$ cat src/rtl/sac_pkg.sv
package sac_pkg;

  typedef enum logic [1:0] {
    RT_PASS = 2'd0,
    RT_DRAM = 2'd1,
    RT_PCI  = 2'd2,
    RT_HOLE = 2'd3
  } route_e;

  // SMRAM control byte
  localparam int unsigned B_OPEN = 0;
  localparam int unsigned B_LOCK = 1;
  localparam int unsigned B_GEN  = 2;
  // extended control byte
  localparam int unsigned B_TSEN = 0;
  localparam int unsigned B_CODE = 1;
  localparam int unsigned B_HIGH = 3;

  localparam logic [7:0] SM_WMASK     = 8'h07;
  localparam logic [7:0] SM_WMASK_LCK = 8'h00;
  localparam logic [7:0] EX_WMASK     = 8'h0F;
  localparam logic [7:0] EX_WMASK_LCK = 8'h00;

  localparam logic [15:0] QUERY_WORD = 16'hFFFF;

endpackage

$ cat src/rtl/sac_cfg_regs.sv
module sac_cfg_regs
  import sac_pkg::*;
#(
  parameter int unsigned EXT_MB = 16
) (
  input  logic        clk,
  input  logic        rst,
  input  logic        wr,
  input  logic [3:0]  be,
  input  logic [31:0] wdata,
  output logic [7:0]  sm_q,
  output logic [7:0]  ex_q,
  output logic [15:0] word_q
);

  localparam logic [15:0] WORD_RST = (EXT_MB > 0) ? QUERY_WORD : 16'h0000;
  localparam logic [15:0] EXT_WORD = 16'(EXT_MB);

  logic [7:0]  wm_sm, wm_ex, sm_mrg, sm_nx, ex_nx;
  logic [15:0] word_lane, word_nx;

  always_comb begin
    wm_sm  = sm_q[B_LOCK] ? SM_WMASK_LCK : SM_WMASK;
    wm_ex  = sm_q[B_LOCK] ? EX_WMASK_LCK : EX_WMASK;
    sm_mrg = be[0] ? ((wdata[7:0] & wm_sm) | (sm_q & ~wm_sm)) : sm_q;
    sm_nx  = sm_mrg;
    if (sm_mrg[B_LOCK]) sm_nx[B_OPEN] = 1'b0;
    ex_nx  = be[1] ? ((wdata[15:8] & wm_ex) | (ex_q & ~wm_ex)) : ex_q;
  end

  for (genvar i = 0; i < 2; i++) begin : g_lane
    assign word_lane[i*8 +: 8] = be[2+i] ? wdata[16 + i*8 +: 8] : word_q[i*8 +: 8];
  end

  assign word_nx = ((EXT_MB > 0) && (word_lane == QUERY_WORD)) ? EXT_WORD : word_lane;

  always_ff @(posedge clk) begin
    if (rst) begin
      sm_q   <= 8'h00;
      ex_q   <= 8'h00;
      word_q <= WORD_RST;
    end else if (wr) begin
      sm_q   <= sm_nx;
      ex_q   <= ex_nx;
      word_q <= word_nx;
    end
  end


  lock_sticky_chk: assert property (@(posedge clk) disable iff (rst)
    sm_q[B_LOCK] |=> sm_q[B_LOCK]);


  lock_closes_chk: assert property (@(posedge clk) disable iff (rst)
    sm_q[B_LOCK] |-> !sm_q[B_OPEN]);


  lock_freeze_chk: assert property (@(posedge clk) disable iff (rst)
    sm_q[B_LOCK] |=> $stable(ex_q));


  query_swap_chk: assert property (@(posedge clk) disable iff (rst)
    (wr && be[3:2] == 2'b11 && wdata[31:16] == QUERY_WORD && EXT_MB > 0)
      |=> word_q == EXT_WORD);

endmodule

$ cat src/rtl/sac_tseg_size.sv
module sac_tseg_size #(
  parameter int unsigned AW     = 32,
  parameter int unsigned EXT_MB = 16
) (
  input  logic          en,
  input  logic [1:0]    code,
  output logic [AW-1:0] size
);

  localparam int unsigned MIB_SH = 20;
  localparam logic [AW-1:0] ONE_MIB = AW'(1) << MIB_SH;
  localparam logic [AW-1:0] EXT_SZ  = AW'(EXT_MB) << MIB_SH;

  always_comb begin
    if (!en) begin
      size = '0;
    end else begin
      unique case (code)
        2'd0: size = ONE_MIB;
        2'd1: size = ONE_MIB << 1;
        2'd2: size = ONE_MIB << 3;
        default: size = EXT_SZ;
      endcase
    end
  end

endmodule

$ cat src/rtl/sac_window_map.sv
module sac_window_map
  import sac_pkg::*;
#(
  parameter int unsigned    AW        = 32,
  parameter logic [AW-1:0]  LEG_BASE  = 32'h000A_0000,
  parameter logic [AW-1:0]  WIN_SIZE  = 32'h0002_0000,
  parameter logic [AW-1:0]  HIGH_BASE = 32'hFEDA_0000,
  parameter logic [AW-1:0]  LOW_MEM   = 32'h8000_0000
) (
  input  logic [AW-1:0] addr,
  input  logic          smm,
  input  logic          open,
  input  logic          gen,
  input  logic          high,
  input  logic [AW-1:0] tseg_size,
  output route_e        route
);

  localparam logic [AW-1:0] LEG_END  = LEG_BASE + WIN_SIZE;
  localparam logic [AW-1:0] HIGH_END = HIGH_BASE + WIN_SIZE;

  logic [AW-1:0] tseg_base;
  logic in_leg, in_high, in_tseg, smm_low, smm_high, shown_open;

  always_comb begin
    tseg_base  = LOW_MEM - tseg_size;
    in_leg     = (addr >= LEG_BASE) && (addr < LEG_END);
    in_high    = (addr >= HIGH_BASE) && (addr < HIGH_END);
    in_tseg    = (tseg_size != '0) && (addr >= tseg_base) && (addr < LOW_MEM);
    smm_low    = smm && gen && !high;
    smm_high   = smm && gen && high;
    shown_open = open && high;

    if (in_tseg)
      route = smm ? RT_DRAM : RT_HOLE;
    else if (in_high)
      route = (smm_high || shown_open) ? RT_DRAM : RT_PASS;
    else if (in_leg)
      route = (smm_low || shown_open) ? RT_DRAM : RT_PCI;
    else
      route = RT_PASS;
  end

endmodule

$ cat src/rtl/smram_access_ctrl.sv
module smram_access_ctrl
  import sac_pkg::*;
#(
  parameter int unsigned    AW        = 32,
  parameter int unsigned    EXT_MB    = 16,
  parameter logic [AW-1:0]  LEG_BASE  = 32'h000A_0000,
  parameter logic [AW-1:0]  WIN_SIZE  = 32'h0002_0000,
  parameter logic [AW-1:0]  HIGH_BASE = 32'hFEDA_0000,
  parameter logic [AW-1:0]  LOW_MEM   = 32'h8000_0000
) (
  input  logic          clk,
  input  logic          rst,
  input  logic          cfg_wr,
  input  logic [3:0]    cfg_be,
  input  logic [31:0]   cfg_wdata,
  output logic [31:0]   cfg_rdata,
  input  logic [AW-1:0] acc_addr,
  input  logic          acc_smm,
  output logic [1:0]    acc_route
);

  logic [7:0]    sm_q, ex_q;
  logic [15:0]   word_q;
  logic [AW-1:0] tseg_size;
  route_e        route;

  sac_cfg_regs #(.EXT_MB(EXT_MB)) u_regs (
    .clk(clk), .rst(rst), .wr(cfg_wr), .be(cfg_be), .wdata(cfg_wdata),
    .sm_q(sm_q), .ex_q(ex_q), .word_q(word_q)
  );

  sac_tseg_size #(.AW(AW), .EXT_MB(EXT_MB)) u_tsz (
    .en(ex_q[B_TSEN]), .code(ex_q[B_CODE +: 2]), .size(tseg_size)
  );

  sac_window_map #(
    .AW(AW), .LEG_BASE(LEG_BASE), .WIN_SIZE(WIN_SIZE),
    .HIGH_BASE(HIGH_BASE), .LOW_MEM(LOW_MEM)
  ) u_map (
    .addr(acc_addr), .smm(acc_smm), .open(sm_q[B_OPEN]), .gen(sm_q[B_GEN]),
    .high(ex_q[B_HIGH]), .tseg_size(tseg_size), .route(route)
  );

  assign cfg_rdata = {word_q, ex_q, sm_q};
  assign acc_route = route;


  smm_no_hole_chk: assert property (@(posedge clk) disable iff (rst)
    acc_smm |-> acc_route != RT_HOLE);


  closed_no_dram_chk: assert property (@(posedge clk) disable iff (rst)
    (!acc_smm && !sm_q[B_OPEN]) |-> acc_route != RT_DRAM);


  open_low_no_dram_chk: assert property (@(posedge clk) disable iff (rst)
    (!acc_smm && sm_q[B_OPEN] && !ex_q[B_HIGH]) |-> acc_route != RT_DRAM);

endmodule

$ cat config.mk
export PLATFORM = sky130hd
export DESIGN_NAME = smram_access_ctrl
export DESIGN_NICKNAME = d
export VERILOG_FILES = /design/src/rtl/sac_pkg.sv /design/src/rtl/sac_cfg_regs.sv /design/src/rtl/sac_tseg_size.sv /design/src/rtl/sac_window_map.sv /design/src/rtl/smram_access_ctrl.sv
export SDC_FILE = /design/constraint.sdc
export NUM_CORES = 1
export LEC_CHECK = 0
export BUFFER_PORTS_ARGS = -buffer_cell sky130_fd_sc_hd__buf_2
export CAP_MARGIN = 20
export CORE_MARGIN = 2
export CORE_UTILIZATION = 45
export DETAILED_ROUTE_END_ITERATION = 16
export GPL_TIMING_DRIVEN = 0
export PLACE_DENSITY = 0.85
export SLEW_MARGIN = 40
export SYNTH_ARGS = -nofsm -noshare
export SYNTH_HDL_FRONTEND = slang
export SYNTH_SLANG_ARGS = --single-unit
$ cat constraint.sdc
create_clock -name clk -period 5.65 [get_ports clk]
set_input_delay 1.13 -clock clk [delete_from_list [all_inputs] [get_ports clk]]
set_output_delay 1.13 -clock clk [all_outputs]
set_load 0.01 [all_outputs]
==> metrics.log, run 1 <==
INFO  metric number_of_synthesized_flops_with_an_enable_pin = 0
INFO  metric cp.required = 4.52 ns
INFO  metric grt_usage = 20.0%
INFO  metric fin_nets = 364
INFO  metric setup_viol = 0
INFO  metric antenna_cells_inserted = 0
INFO  metric dieArea = 4000 sq um
INFO  metric reg2regPathDepth = 6
INFO  metric pin_count_of_the_biggest_net_entering_global_routing = 14
INFO  metric crit_path_max_fanout = 8
INFO  metric tns = 0 ns
INFO  metric fillerInstances = 325
INFO  metric count_of_buffers_inserted_at_the_top_level_ports = 85
INFO  metric tritoncts_num_sinks = 23
INFO  metric total_power = 365 uW
INFO  metric timing.rr.end = u_regs.word_q[3]
INFO  metric die_y = 63.3 microns
INFO  metric yosys-top-cells-area = sky130_fd_sc_hd__dfxtp_1, sky130_fd_sc_hd__ha_1, sky130_fd_sc_hd__a221o_1
INFO  metric post-cts-setup-buffer-count = 0
INFO  metric maxCapViolations = 0
INFO  metric worst_pin_slew = 0.599 ns
INFO  metric placed_area = 2090 sq um
INFO  metric synth_most_common_cell = sky130_fd_sc_hd__dfxtp_1
INFO  metric core_area = 3360 sq um
INFO  metric worst_clock_skew = 0.00602 ns
INFO  metric syn_inst = 181
INFO  metric drtIter0Drc = 48
INFO  metric ctsHtreeMaxLevel = 1
INFO  metric final_hold_fails = 0
INFO  metric drt_wl_total = 4.14 mm
INFO  metric status = finished, final reports clean
INFO  metric initial_core_utilization = 47.0%
INFO  metric std_cell_rows = 21
INFO  metric grt_remaining_overflow = 0
INFO  metric yosysWarningCount = 0
INFO  metric slew_headroom = 59.6%
INFO  metric synth.cell_area = 1580 sq um
INFO  metric finalCritPeriodShare = 80.4%
INFO  metric synth_cell_count_leaders = sky130_fd_sc_hd__dfxtp_1, sky130_fd_sc_hd__nand2_1, sky130_fd_sc_hd__buf_4
INFO  metric max_slew_violations = 0
INFO  metric grt_antenna_before_repair = 0
INFO  metric timing.rr.start = u_regs.word_q[7]
INFO  metric drt_pre_antenna_iters = 4
INFO  metric synth_seq_cells = 23
INFO  metric cts-resized-gates = 0
INFO  metric timing_worst_setup_path_type = flop to primary output
INFO  metric yosys.area.top_type_share = 29.1%
INFO  metric post_drt_wl_per_cell = 12.8 microns
INFO  metric fp.dieW = 63.3 microns
INFO  metric holdBufCountCts = 0
INFO  metric avgSynthCellArea = 8.74 sq um
INFO  metric route.antenna.remaining_nets = 0
INFO  metric cp_endpoint = acc_route[1]
INFO  metric routed-via-count = 1,774
INFO  metric place_congestion = 0.837
INFO  metric final_layout_size_suffix_gt1_share = 38.8%
INFO  metric synth.yosys.seq_area_share = 29.1%
INFO  metric netlist-cell-type-count = 38
INFO  metric grt_setup_unrepaired = no
INFO  metric num_ports = 106
INFO  metric setup.worst_path.start_class = flop
INFO  metric clock_latency = 0.31 ns
INFO  metric r2r_setup_slack = 4.01 ns
INFO  metric clock_tree.root_cell = sky130_fd_sc_hd__clkbuf_4
INFO  metric maxClockFrequency = 220 MHz
INFO  metric clkSlewWorstSetupHoldPaths = 0.13 ns
INFO  metric grt_pass1_wl = 6.64 mm
INFO  metric cts_tree = yes
INFO  metric worstPathArrival = 3.42 ns
INFO  metric postSynth.asyncResetShare = 0%
INFO  metric power_leakage = 1.02 nW
INFO  metric layout.cell_area.non_filler = 2120 sq um
INFO  metric ys.flop_type = sky130_fd_sc_hd__dfxtp_1
INFO  metric library_cell_occupying_the_most_area_in_the_post_synthesis_netlist = sky130_fd_sc_hd__dfxtp_1
INFO  metric grt_pass1_vias = 1,545
INFO  metric cp_endpoint_kind = primary output
INFO  metric drcViolationCount = 0
INFO  metric tritoncts.num_buffers = 3
INFO  metric postLayoutCoreUtil = 63.1%
INFO  metric power.ir.vdd_worst = 0.193 mV
INFO  metric finalCriticalPeriod = 4.55 ns
INFO  metric avgViaCountPerCell = 5.48
INFO  metric power.density = 172 nW/um^2
INFO  metric area_growth_syn_to_fin = 34.2%
INFO  metric holdWs = 0.507 ns
INFO  metric maximum_buffer_depth_of_the_clock_tree = 2
INFO  metric place_hpwl = 3.45 mm
INFO  metric hp-class = flop to flop
## worst max-delay path, cell delays in order, from the launching register on
cell and delay (ns):
sky130_fd_sc_hd__dfxtp_1 0.41, sky130_fd_sc_hd__inv_1 0.18, sky130_fd_sc_hd__or3_1 0.43, sky130_fd_sc_hd__ha_1 0.29
sky130_fd_sc_hd__inv_1 0.04, sky130_fd_sc_hd__ha_1 0.28, sky130_fd_sc_hd__nor2b_1 0.13, sky130_fd_sc_hd__o211ai_1 0.16
sky130_fd_sc_hd__a21oi_1 0.08, sky130_fd_sc_hd__o41ai_1 0.61, sky130_fd_sc_hd__and3_1 0.25, sky130_fd_sc_hd__o22a_1 0.11
sky130_fd_sc_hd__buf_2 0.12
## metal layers
layer | GRT usage [%] | wire length, microns | share of wire, %
met4 | 5.71 | 66 | 1.6
met1 | 23.0 | 1740 | 42
met5 | 0 | 0 | 0
met2 | 37.1 | 2040 | 49
met3 | 4.29 | 293 | 7.1
## placed cells by master, fill, tap and decap left out, types with 2 or more instances in the layout
master                     netlist  layout
sky130_fd_sc_hd__nor2_1          9       9
sky130_fd_sc_hd__nor3b_1         2       2
sky130_fd_sc_hd__buf_6           2       2
sky130_fd_sc_hd__conb_1          1       9
sky130_fd_sc_hd__dfxtp_1        23      23
sky130_fd_sc_hd__mux2i_1         8       8
sky130_fd_sc_hd__ha_1           13      13
sky130_fd_sc_hd__nand3_1        10      10
sky130_fd_sc_hd__inv_1           4       4
sky130_fd_sc_hd__nor4_1          9       9
sky130_fd_sc_hd__clkbuf_4        0       3
sky130_fd_sc_hd__a31oi_1         3       3
sky130_fd_sc_hd__nor2b_1         2       2
sky130_fd_sc_hd__clkbuf_1        2       2
sky130_fd_sc_hd__o21ai_0         5       5
sky130_fd_sc_hd__a21oi_1        10      10
sky130_fd_sc_hd__a221o_1        13      13
sky130_fd_sc_hd__buf_2           0      85
sky130_fd_sc_hd__nand3b_1        2       2
sky130_fd_sc_hd__a211o_1         2       2
sky130_fd_sc_hd__o21ai_4         2       2
sky130_fd_sc_hd__nand2_1        16      16
sky130_fd_sc_hd__a21o_1          2       2
sky130_fd_sc_hd__and3_1          5       5
sky130_fd_sc_hd__buf_4          14      14
sky130_fd_sc_hd__nand4_1         8       8
## cells by family (layout without fill, tap and decap cells)
| logic type | after synthesis | in the layout | share of synthesized area (%) |
|---|---|---|---|
| fa+ha+maj | 13 | 13 | 10.3 |
| buf+inv | 23 | 112 | 10.0 |
| compound gates | 43 | 43 | 21.3 |
| simple gates | 69 | 69 | 23.4 |
| xor+xnor | 1 | 1 | 0.554 |
| mux | 8 | 8 | 5.06 |
| flops | 23 | 23 | 29.1 |
| other cells | 1 | 9 | 0.237 |
## final cells by class
type                       count  area (sq um)  area share, %
clock inverter                 1          5.00          0.236
sequential                    23           460           21.7
multi-input combinational    143           992           46.8
timing repair buffer          85           425           20.0
tap                           46          57.6           2.71
inverter                       4          15.0          0.708
buffer                        19           144           6.78
clock buffer                   3          22.5           1.06
## worst min-delay path by stage
stage / slack [ns] / from / end / cells past startpoint
3_5_place_dp: 0.49 / flop / flop / 2
2_1_floorplan: 0.45 / u_regs.sm_q[0] / u_regs.sm_q[0] / 2
3_3_place_gp: 0.49 / flop / flop / 2
4_1_cts: 0.51 / flop / flop / 2
6_report: 0.51 / u_regs.sm_q[0] / u_regs.sm_q[0] / 2
5_1_grt: 0.54 / u_regs.sm_q[0] / u_regs.sm_q[0] / 2
## report_power, final
group	total, mW	leakage [nW]	internal [mW]	switching [mW]
Combinational	0.109	0.815	0.0545	0.0544
Sequential	0.181	0.190	0.172	0.00880
Clock	0.0749	0.0177	0.0264	0.0485
## stage by stage
stage / setup WS (ns) / cells
after global placement: 1.53 / 320
after floorplan: 1.91 / 189
after detailed placement: 1.48 / 320
after CTS: 1.12 / 324
final: 1.10 / 324
after global routing: 0.940 / 324
No activity file was read; power rests on OpenSTA's default activity.
==> inputs of run 2 (changes only) <==
--- a/config.mk
+++ b/config.mk
@@ -5,13 +5,14 @@
 export SDC_FILE = /design/constraint.sdc
 export NUM_CORES = 1
 export LEC_CHECK = 0
+export ABC_AREA = 1
 export BUFFER_PORTS_ARGS = -buffer_cell sky130_fd_sc_hd__buf_2
 export CAP_MARGIN = 20
 export CORE_MARGIN = 2
 export CORE_UTILIZATION = 45
 export DETAILED_ROUTE_END_ITERATION = 16
 export GPL_TIMING_DRIVEN = 0
-export PLACE_DENSITY = 0.85
+export PLACE_DENSITY = 0.82
 export SLEW_MARGIN = 40
 export SYNTH_ARGS = -nofsm -noshare
 export SYNTH_HDL_FRONTEND = slang
==> constraint.sdc (replaced) <==
create_clock -name clk -period 4.61 [get_ports clk]
set_input_delay 0.922 -clock clk [delete_from_list [all_inputs] [get_ports clk]]
set_output_delay 0.922 -clock clk [all_outputs]
set_load 0.01 [all_outputs]
==> metrics.log, run 2 <==
INFO  metric status = finished, final reports clean
INFO  metric die_y = 68.4 microns
INFO  metric avgSynthCellArea = 6.12 sq um
INFO  metric drt_pre_antenna_iters = 4
INFO  metric yosys-top-cells-area = sky130_fd_sc_hd__dfxtp_1, sky130_fd_sc_hd__nand2_1, sky130_fd_sc_hd__inv_1
INFO  metric area_growth_syn_to_fin = 30.4%
INFO  metric fillerInstances = 391
INFO  metric p_seq_share = 43.1%
INFO  metric clkSlewWorstSetupHoldPaths = 0.08 ns
INFO  metric avgViaCountPerCell = 4.79
INFO  metric route.antenna.remaining_nets = 0
INFO  metric synth_most_common_cell = sky130_fd_sc_hd__nand2_1
INFO  metric numPlacedInstances = 449
INFO  metric synth_mux_area_share = 0%
INFO  metric ctsHtreeMaxLevel = 1
INFO  metric layout.cells.most_common_list = sky130_fd_sc_hd__buf_2, sky130_fd_sc_hd__nand2_1, sky130_fd_sc_hd__inv_1, sky130_fd_sc_hd__nor2_1, sky130_fd_sc_hd__a21oi_1
INFO  metric post_layout_nonfiller_instances = 453
INFO  metric fp.dieW = 68.4 microns
INFO  metric setup_viol = 0
INFO  metric ys.flop_type = sky130_fd_sc_hd__dfxtp_1
INFO  metric post-cts-setup-buffer-count = 0
INFO  metric worst_clock_skew = 0.00690 ns
INFO  metric grt_pass1_vias = 1,905
INFO  metric netlist-cell-type-count = 28
INFO  metric synth.yosys.seq_area_share = 24.6%
INFO  metric final_hold_fails = 0
INFO  metric library_cell_occupying_the_most_area_in_the_post_synthesis_netlist = sky130_fd_sc_hd__dfxtp_1
INFO  metric grt_setup_unrepaired = no
INFO  metric synth_fa_ha_area_share = 8.71%
INFO  metric synth_seq_cells = 23
INFO  metric fin_nets = 489
INFO  metric worstPathArrival = 2.67 ns
INFO  metric grt_remaining_overflow = 0
INFO  metric setup.worst_path.start_class = flop
INFO  metric grt_pass1_wl = 7.61 mm
INFO  metric final_layout_size_suffix_gt1_share = 27.3%
INFO  metric power.density = 214 nW/um^2
INFO  metric clock_tree.root_cell = sky130_fd_sc_hd__clkbuf_8
INFO  metric grt_antenna_before_repair = 0
INFO  metric timing_worst_setup_path_type = flop to primary output
INFO  metric finalCriticalPeriod = 3.59 ns
INFO  metric place_hpwl = 4.02 mm
INFO  metric maximum_buffer_depth_of_the_clock_tree = 2
INFO  metric detailedPlace.worstSlack = 1.30 ns
INFO  metric holdWs = 0.487 ns
INFO  metric post_drt_wl_per_cell = 10.6 microns
INFO  metric cts_tree = yes
INFO  metric main_combinational_cell_family_by_area_after_synthesis = simple AND/OR/NAND/NOR gates
INFO  metric drcViolationCount = 0
INFO  metric clock_latency = 0.26 ns
INFO  metric place_congestion = 0.848
INFO  metric syn_inst = 305
INFO  metric tritoncts_num_sinks = 23
INFO  metric cellInternalPower = 353 uW
INFO  metric power.combinational.fraction = 33.2%
INFO  metric finalWorstSetupSlack = 1.02 ns
INFO  metric maxClockFrequency = 279 MHz
INFO  metric cts-resized-gates = 0
INFO  metric timing.rr.start = u_regs.word_q[15]
INFO  metric drt_wl_total = 4.78 mm
INFO  metric tns = 0 ns
INFO  metric synth-xor-area-share = 0.469%
INFO  metric power.ir.vdd_worst = 0.154 mV
INFO  metric r2r_setup_slack = 3.17 ns
INFO  metric power.switching_fraction = 32.3%
INFO  metric cp_endpoint_kind = primary output
INFO  metric max_slew_violations = 0
INFO  metric maxCapViolations = 0
INFO  metric num_ports = 106
INFO  metric routed-via-count = 2,171
INFO  metric crit_path_max_fanout = 10
INFO  metric finalCritPeriodShare = 77.9%
INFO  metric cp_endpoint = acc_route[1]
INFO  metric synth.cell_area = 1870 sq um
INFO  metric hp-class = flop to flop
INFO  metric initial_core_utilization = 46.7%
INFO  metric tritoncts.num_buffers = 3
INFO  metric dieArea = 4680 sq um
INFO  metric antenna_cells_inserted = 0
INFO  metric count_of_buffers_inserted_at_the_top_level_ports = 86
INFO  metric yosysWarningCount = 0
INFO  metric synth_cell_count_leaders = sky130_fd_sc_hd__nand2_1, sky130_fd_sc_hd__inv_1, sky130_fd_sc_hd__nor2_1
INFO  metric yosys.area.top_type_share = 24.6%
INFO  metric timing.rr.end = u_regs.word_q[3]
INFO  metric cp.required = 3.69 ns
INFO  metric power_leakage = 1.39 nW
INFO  metric grt_usage = 20.7%
INFO  metric drtIter0Drc = 102
INFO  metric netSwitchingPower = 168 uW
INFO  metric clkPwrFrac = 23.7%
INFO  metric holdBufCountCts = 0
INFO  metric postSynth.asyncResetShare = 0%
INFO  metric core_area = 4000 sq um
INFO  metric layout.cells.most_common = sky130_fd_sc_hd__buf_2
INFO  metric std_cell_rows = 23
INFO  metric total_power = 522 uW
INFO  metric simple_gate_fraction_of_synth_area = 31.7%
INFO  metric reg2regPathDepth = 8
INFO  metric pin_count_of_the_biggest_net_entering_global_routing = 13
INFO  metric synth-compound-area-share = 15.5%
INFO  metric number_of_synthesized_flops_with_an_enable_pin = 0
## run 2: cell types whose count changed after synthesis, moves of 5 or more
cell	delta
sky130_fd_sc_hd__a21oi_1	+15
sky130_fd_sc_hd__a221o_1	-13
sky130_fd_sc_hd__and3_1	-5
sky130_fd_sc_hd__inv_1	+48
sky130_fd_sc_hd__mux2i_1	-8
sky130_fd_sc_hd__nand2_1	+53
sky130_fd_sc_hd__nand3_1	+12
sky130_fd_sc_hd__nor2_1	+25
sky130_fd_sc_hd__nor4_1	-7
sky130_fd_sc_hd__o21ai_0	+15
## run 2: metal layers
layer	global-route usage [%]	up-vias	share of wire [%]
met5	0	-	0
met4	5.00	0	0.59
met3	3.45	4	7.6
met2	39.7	74	49
met1	23.4	948	42
li1	-	1145	-
## run 2: worst min-delay path by stage
stage,start,endpoint,slack [ns],cells after the start
CTS,u_regs.word_q[4],u_regs.word_q[4],0.48,2
global route,u_regs.word_q[4],u_regs.word_q[4],0.51,2
floorplan,flop,flop,0.46,2
global placement,u_regs.word_q[4],u_regs.word_q[4],0.47,2
detailed placement,u_regs.word_q[4],u_regs.word_q[4],0.47,2
finish,u_regs.word_q[4],u_regs.word_q[4],0.49,2
## run 2: layout make-up
class	instances	area (sq um)	area share, %
timing repair buffer	86	430	17.7
buffer	21	151	6.21
multi-input combinational	216	1090	44.6
clock buffer	4	45.0	1.85
sequential	23	460	18.9
inverter	53	199	8.17
tap	50	62.6	2.57
## run 2: metrics by stage
| stage | area, sq um | util (%) |
|---|---|---|
| floorplan | 1900 | - |
| global placement | 2390 | 59.8 |
| detailed placement | 2390 | 59.8 |
| CTS | 2440 | 60.9 |
| global route | 2440 | 60.9 |
| finish | 2440 | 60.9 |
## run 2: power by group through the flow
| stage | Combinational, mW | Clock [mW] | Sequential, mW |
|---|---|---|---|
| after floorplan | 0.104 | 0 | 0.233 |
| after global placement | 0.169 | 0 | 0.228 |
| after detailed placement | 0.173 | 0 | 0.229 |
| after CTS | 0.174 | 0.127 | 0.225 |
| after global routing | 0.199 | 0.133 | 0.227 |
| final | 0.173 | 0.124 | 0.225 |
## run 2: kinds of logic after synthesis
family | after synthesis
AO/OA/AOI/OAI | 53
XOR/XNOR | 1
adder cells (fa/ha/maj) | 13
buffers and inverters | 74
flip-flops | 23
other | 1
AND/OR/NAND/NOR | 140
## run 2: worst max-delay path: stages (launching register included)
cell,delay [ns]
sky130_fd_sc_hd__dfxtp_1,0.36
sky130_fd_sc_hd__inv_1,0.19
sky130_fd_sc_hd__nor3_1,0.26
sky130_fd_sc_hd__inv_1,0.08
sky130_fd_sc_hd__ha_1,0.25
sky130_fd_sc_hd__xor2_1,0.18
sky130_fd_sc_hd__ha_1,0.31
sky130_fd_sc_hd__nand2_1,0.06
sky130_fd_sc_hd__nor2_1,0.08
sky130_fd_sc_hd__nand3_1,0.07
sky130_fd_sc_hd__nor2_1,0.09
sky130_fd_sc_hd__nand2_1,0.06
sky130_fd_sc_hd__nand3_1,0.10
sky130_fd_sc_hd__nand2_1,0.08
sky130_fd_sc_hd__nand2_1,0.07
sky130_fd_sc_hd__nand2_1,0.05
sky130_fd_sc_hd__buf_2,0.13
==> inputs of run 3 (changes only) <==
--- a/config.mk
+++ b/config.mk
@@ -5,14 +5,14 @@
 export SDC_FILE = /design/constraint.sdc
 export NUM_CORES = 1
 export LEC_CHECK = 0
-export ABC_AREA = 1
+export ABC_AREA = 0
 export BUFFER_PORTS_ARGS = -buffer_cell sky130_fd_sc_hd__buf_2
 export CAP_MARGIN = 20
 export CORE_MARGIN = 2
-export CORE_UTILIZATION = 45
+export CORE_UTILIZATION = 42
 export DETAILED_ROUTE_END_ITERATION = 16
 export GPL_TIMING_DRIVEN = 0
-export PLACE_DENSITY = 0.82
+export PLACE_DENSITY = 0.81
 export SLEW_MARGIN = 40
 export SYNTH_ARGS = -nofsm -noshare
 export SYNTH_HDL_FRONTEND = slang
==> constraint.sdc (replaced) <==
create_clock -name clk -period 3.75 [get_ports clk]
set_input_delay 0.75 -clock clk [delete_from_list [all_inputs] [get_ports clk]]
set_output_delay 0.75 -clock clk [all_outputs]
set_load 0.01 [all_outputs]
==> metrics.log, run 3 (synthesis gave the netlist of run 1 again) <==
INFO  metric tns = 0 ns
INFO  metric antenna_cells_inserted = 0
INFO  metric holdBufCountCts = 0
INFO  metric min_path_cells = 1
INFO  metric drcViolationCount = 0
INFO  metric cp.required = 3.00 ns
INFO  metric setup.worst_path.start_class = flop
INFO  metric power_leakage = 1.06 nW
INFO  metric drt_wl_total = 4.26 mm
INFO  metric area_growth_syn_to_fin = 40.3%
INFO  metric finalCriticalPeriod = 3.61 ns
INFO  metric num_ports = 106
INFO  metric clock_tree.root_cell = sky130_fd_sc_hd__clkbuf_8
INFO  metric initial_core_utilization = 43.5%
INFO  metric worstPathArrival = 2.86 ns
INFO  metric max_slew_violations = 0
INFO  metric maxClockFrequency = 277 MHz
INFO  metric place_hpwl = 3.42 mm
INFO  metric fp.dieW = 65.4 microns
INFO  metric core_area = 3630 sq um
INFO  metric power.ir.vdd_worst = 0.140 mV
INFO  metric timing.rr.end = u_regs.word_q[15]
INFO  metric cts_tree = yes
INFO  metric post_layout_nonfiller_instances = 329
INFO  metric clock_latency = 0.26 ns
INFO  metric layout.cells.most_common = sky130_fd_sc_hd__buf_2
INFO  metric worst_path_largest_cell_delay = 0.39 ns
INFO  metric timing.rr.start = u_regs.word_q[7]
INFO  metric avgViaCountPerCell = 5.35
INFO  metric reg2regPathDepth = 6
INFO  metric post_drt_wl_per_cell = 13.0 microns
INFO  metric pin_count_of_the_biggest_net_entering_global_routing = 14
INFO  metric grt_pass1_wl = 6.81 mm
INFO  metric cp_num_buf_inv = 3
INFO  metric maximum_buffer_depth_of_the_clock_tree = 2
INFO  metric slowest_stage_cell_cp = sky130_fd_sc_hd__or3_4
INFO  metric grt_pass1_vias = 1,581
INFO  metric cp_endpoint_kind = primary output
INFO  metric maxCapViolations = 0
INFO  metric final_layout_size_suffix_gt1_share = 42.3%
INFO  metric power.density = 269 nW/um^2
INFO  metric drt_pre_antenna_iters = 4
INFO  metric grt_remaining_overflow = 0
INFO  metric setup_viol = 0
INFO  metric detailedPlace.worstSlack = -0.0725 ns
INFO  metric clkSlewWorstSetupHoldPaths = 0.08 ns
INFO  metric die_y = 65.4 microns
INFO  metric fin_nets = 367
INFO  metric worstHoldStart = u_regs.word_q[0]
INFO  metric tritoncts_num_sinks = 23
INFO  metric route.antenna.remaining_nets = 0
INFO  metric final_hold_fails = 0
INFO  metric std_cell_rows = 22
INFO  metric place_congestion = 0.842
INFO  metric grt_usage = 20.0%
INFO  metric layout.cells.most_common_list = sky130_fd_sc_hd__buf_2, sky130_fd_sc_hd__dfxtp_1, sky130_fd_sc_hd__buf_4, sky130_fd_sc_hd__nand2_1, sky130_fd_sc_hd__a221o_1
INFO  metric finalCritPeriodShare = 96.1%
INFO  metric ctsHtreeMaxLevel = 1
INFO  metric hp-class = flop to flop
INFO  metric worstPathCellList = inv_4 -> or3_4 -> ha_2 -> ha_1 -> nor4bb_4 -> nand4_1 -> nor3_2 -> o41ai_2 -> buf_4 -> and3_1 -> o22a_1 -> buf_2
INFO  metric routed-via-count = 1,760
INFO  metric worst_clock_skew = 0.00255 ns
INFO  metric crit_path_max_fanout = 8
INFO  metric min_delay_worst_endpoint = u_regs.word_q[0]
INFO  metric tritoncts.num_buffers = 3
INFO  metric total_power = 596 uW
INFO  metric status = finished, final reports clean
INFO  metric finalWorstSetupSlack = 0.145 ns
INFO  metric timing_worst_setup_path_type = flop to primary output
INFO  metric crit_family = simple AND/OR/NAND/NOR gates
INFO  metric numPlacedInstances = 322
INFO  metric drtIter0Drc = 75
INFO  metric dieArea = 4270 sq um
INFO  metric count_of_buffers_inserted_at_the_top_level_ports = 85
INFO  metric grt_antenna_before_repair = 0
INFO  metric r2r_setup_slack = 2.08 ns
[run 3: cell count changes in the layout (fill, tap and decap cells not counted), sizes merged, moves of 5 or more]
cell / change
a21oi: -17
nor4: +7
nand3: -13
nand2: -54
and3: +5
a221o: +13
o21ai: -12
inv: -48
mux2i: +8
nor2: -25
[run 3: how the worst max path moves through the flow]
stage	depth (start not counted)	endpoint	start	slack, ns
after global placement	12	acc_route[1]	flop	-0.02
after floorplan	11	acc_route[1]	flop	0.39
final	12	acc_route[1]	flop	0.14
after CTS	12	acc_route[1]	flop	0.01
after detailed placement	12	acc_route[1]	flop	-0.07
after global routing	12	acc_route[1]	flop	-0.003
[run 3: repair_timing]
| action | CTS | global route |
|---|---|---|
| pin swaps | 2 | 5 |
| resized for setup | 7 | 4 |
| setup endpoints to repair | 2 | 2 |
| buffers inserted | 1 | 2 |
[run 3: routing by layer]
metal / GRT usage [%] / vias to the layer above / part of all wire (%)
met5: 0 / - / 0
met3: 3.42 / 7 / 7.9
met4: 6.25 / 0 / 1.5
li1: - / 886 / -
met1: 24.1 / 792 / 44
met2: 36.0 / 75 / 47
[run 3: final cells by class]
class	instances	area, sq um
flip-flops and latches	23	464
clock buffers	3	41.3
plain buffers	19	144
repair buffers	88	448
fillers	357	1410
clock inverters	1	5.00
well taps	48	60.1
inverters	4	17.5
multi-input cells	143	1040
[run 3: power by group]
group          internal, mW  total, mW  leakage (nW)  switching [mW]
Clock                0.0742      0.153        0.0255          0.0790
Sequential            0.259      0.272         0.191          0.0129
Combinational        0.0867      0.171         0.843          0.0847
Total                 0.420      0.596          1.06           0.177
[run 3: through the flow]
step	utilization [%]	hold WS (ns)	instance area (sq um)
3_5_place_dp	57.7	0.485	2100
3_3_place_gp	57.7	0.476	2100
6_report	61.1	0.503	2220
4_1_cts	60.0	0.504	2180
2_1_floorplan	-	0.455	1610
5_1_grt	61.1	0.533	2220
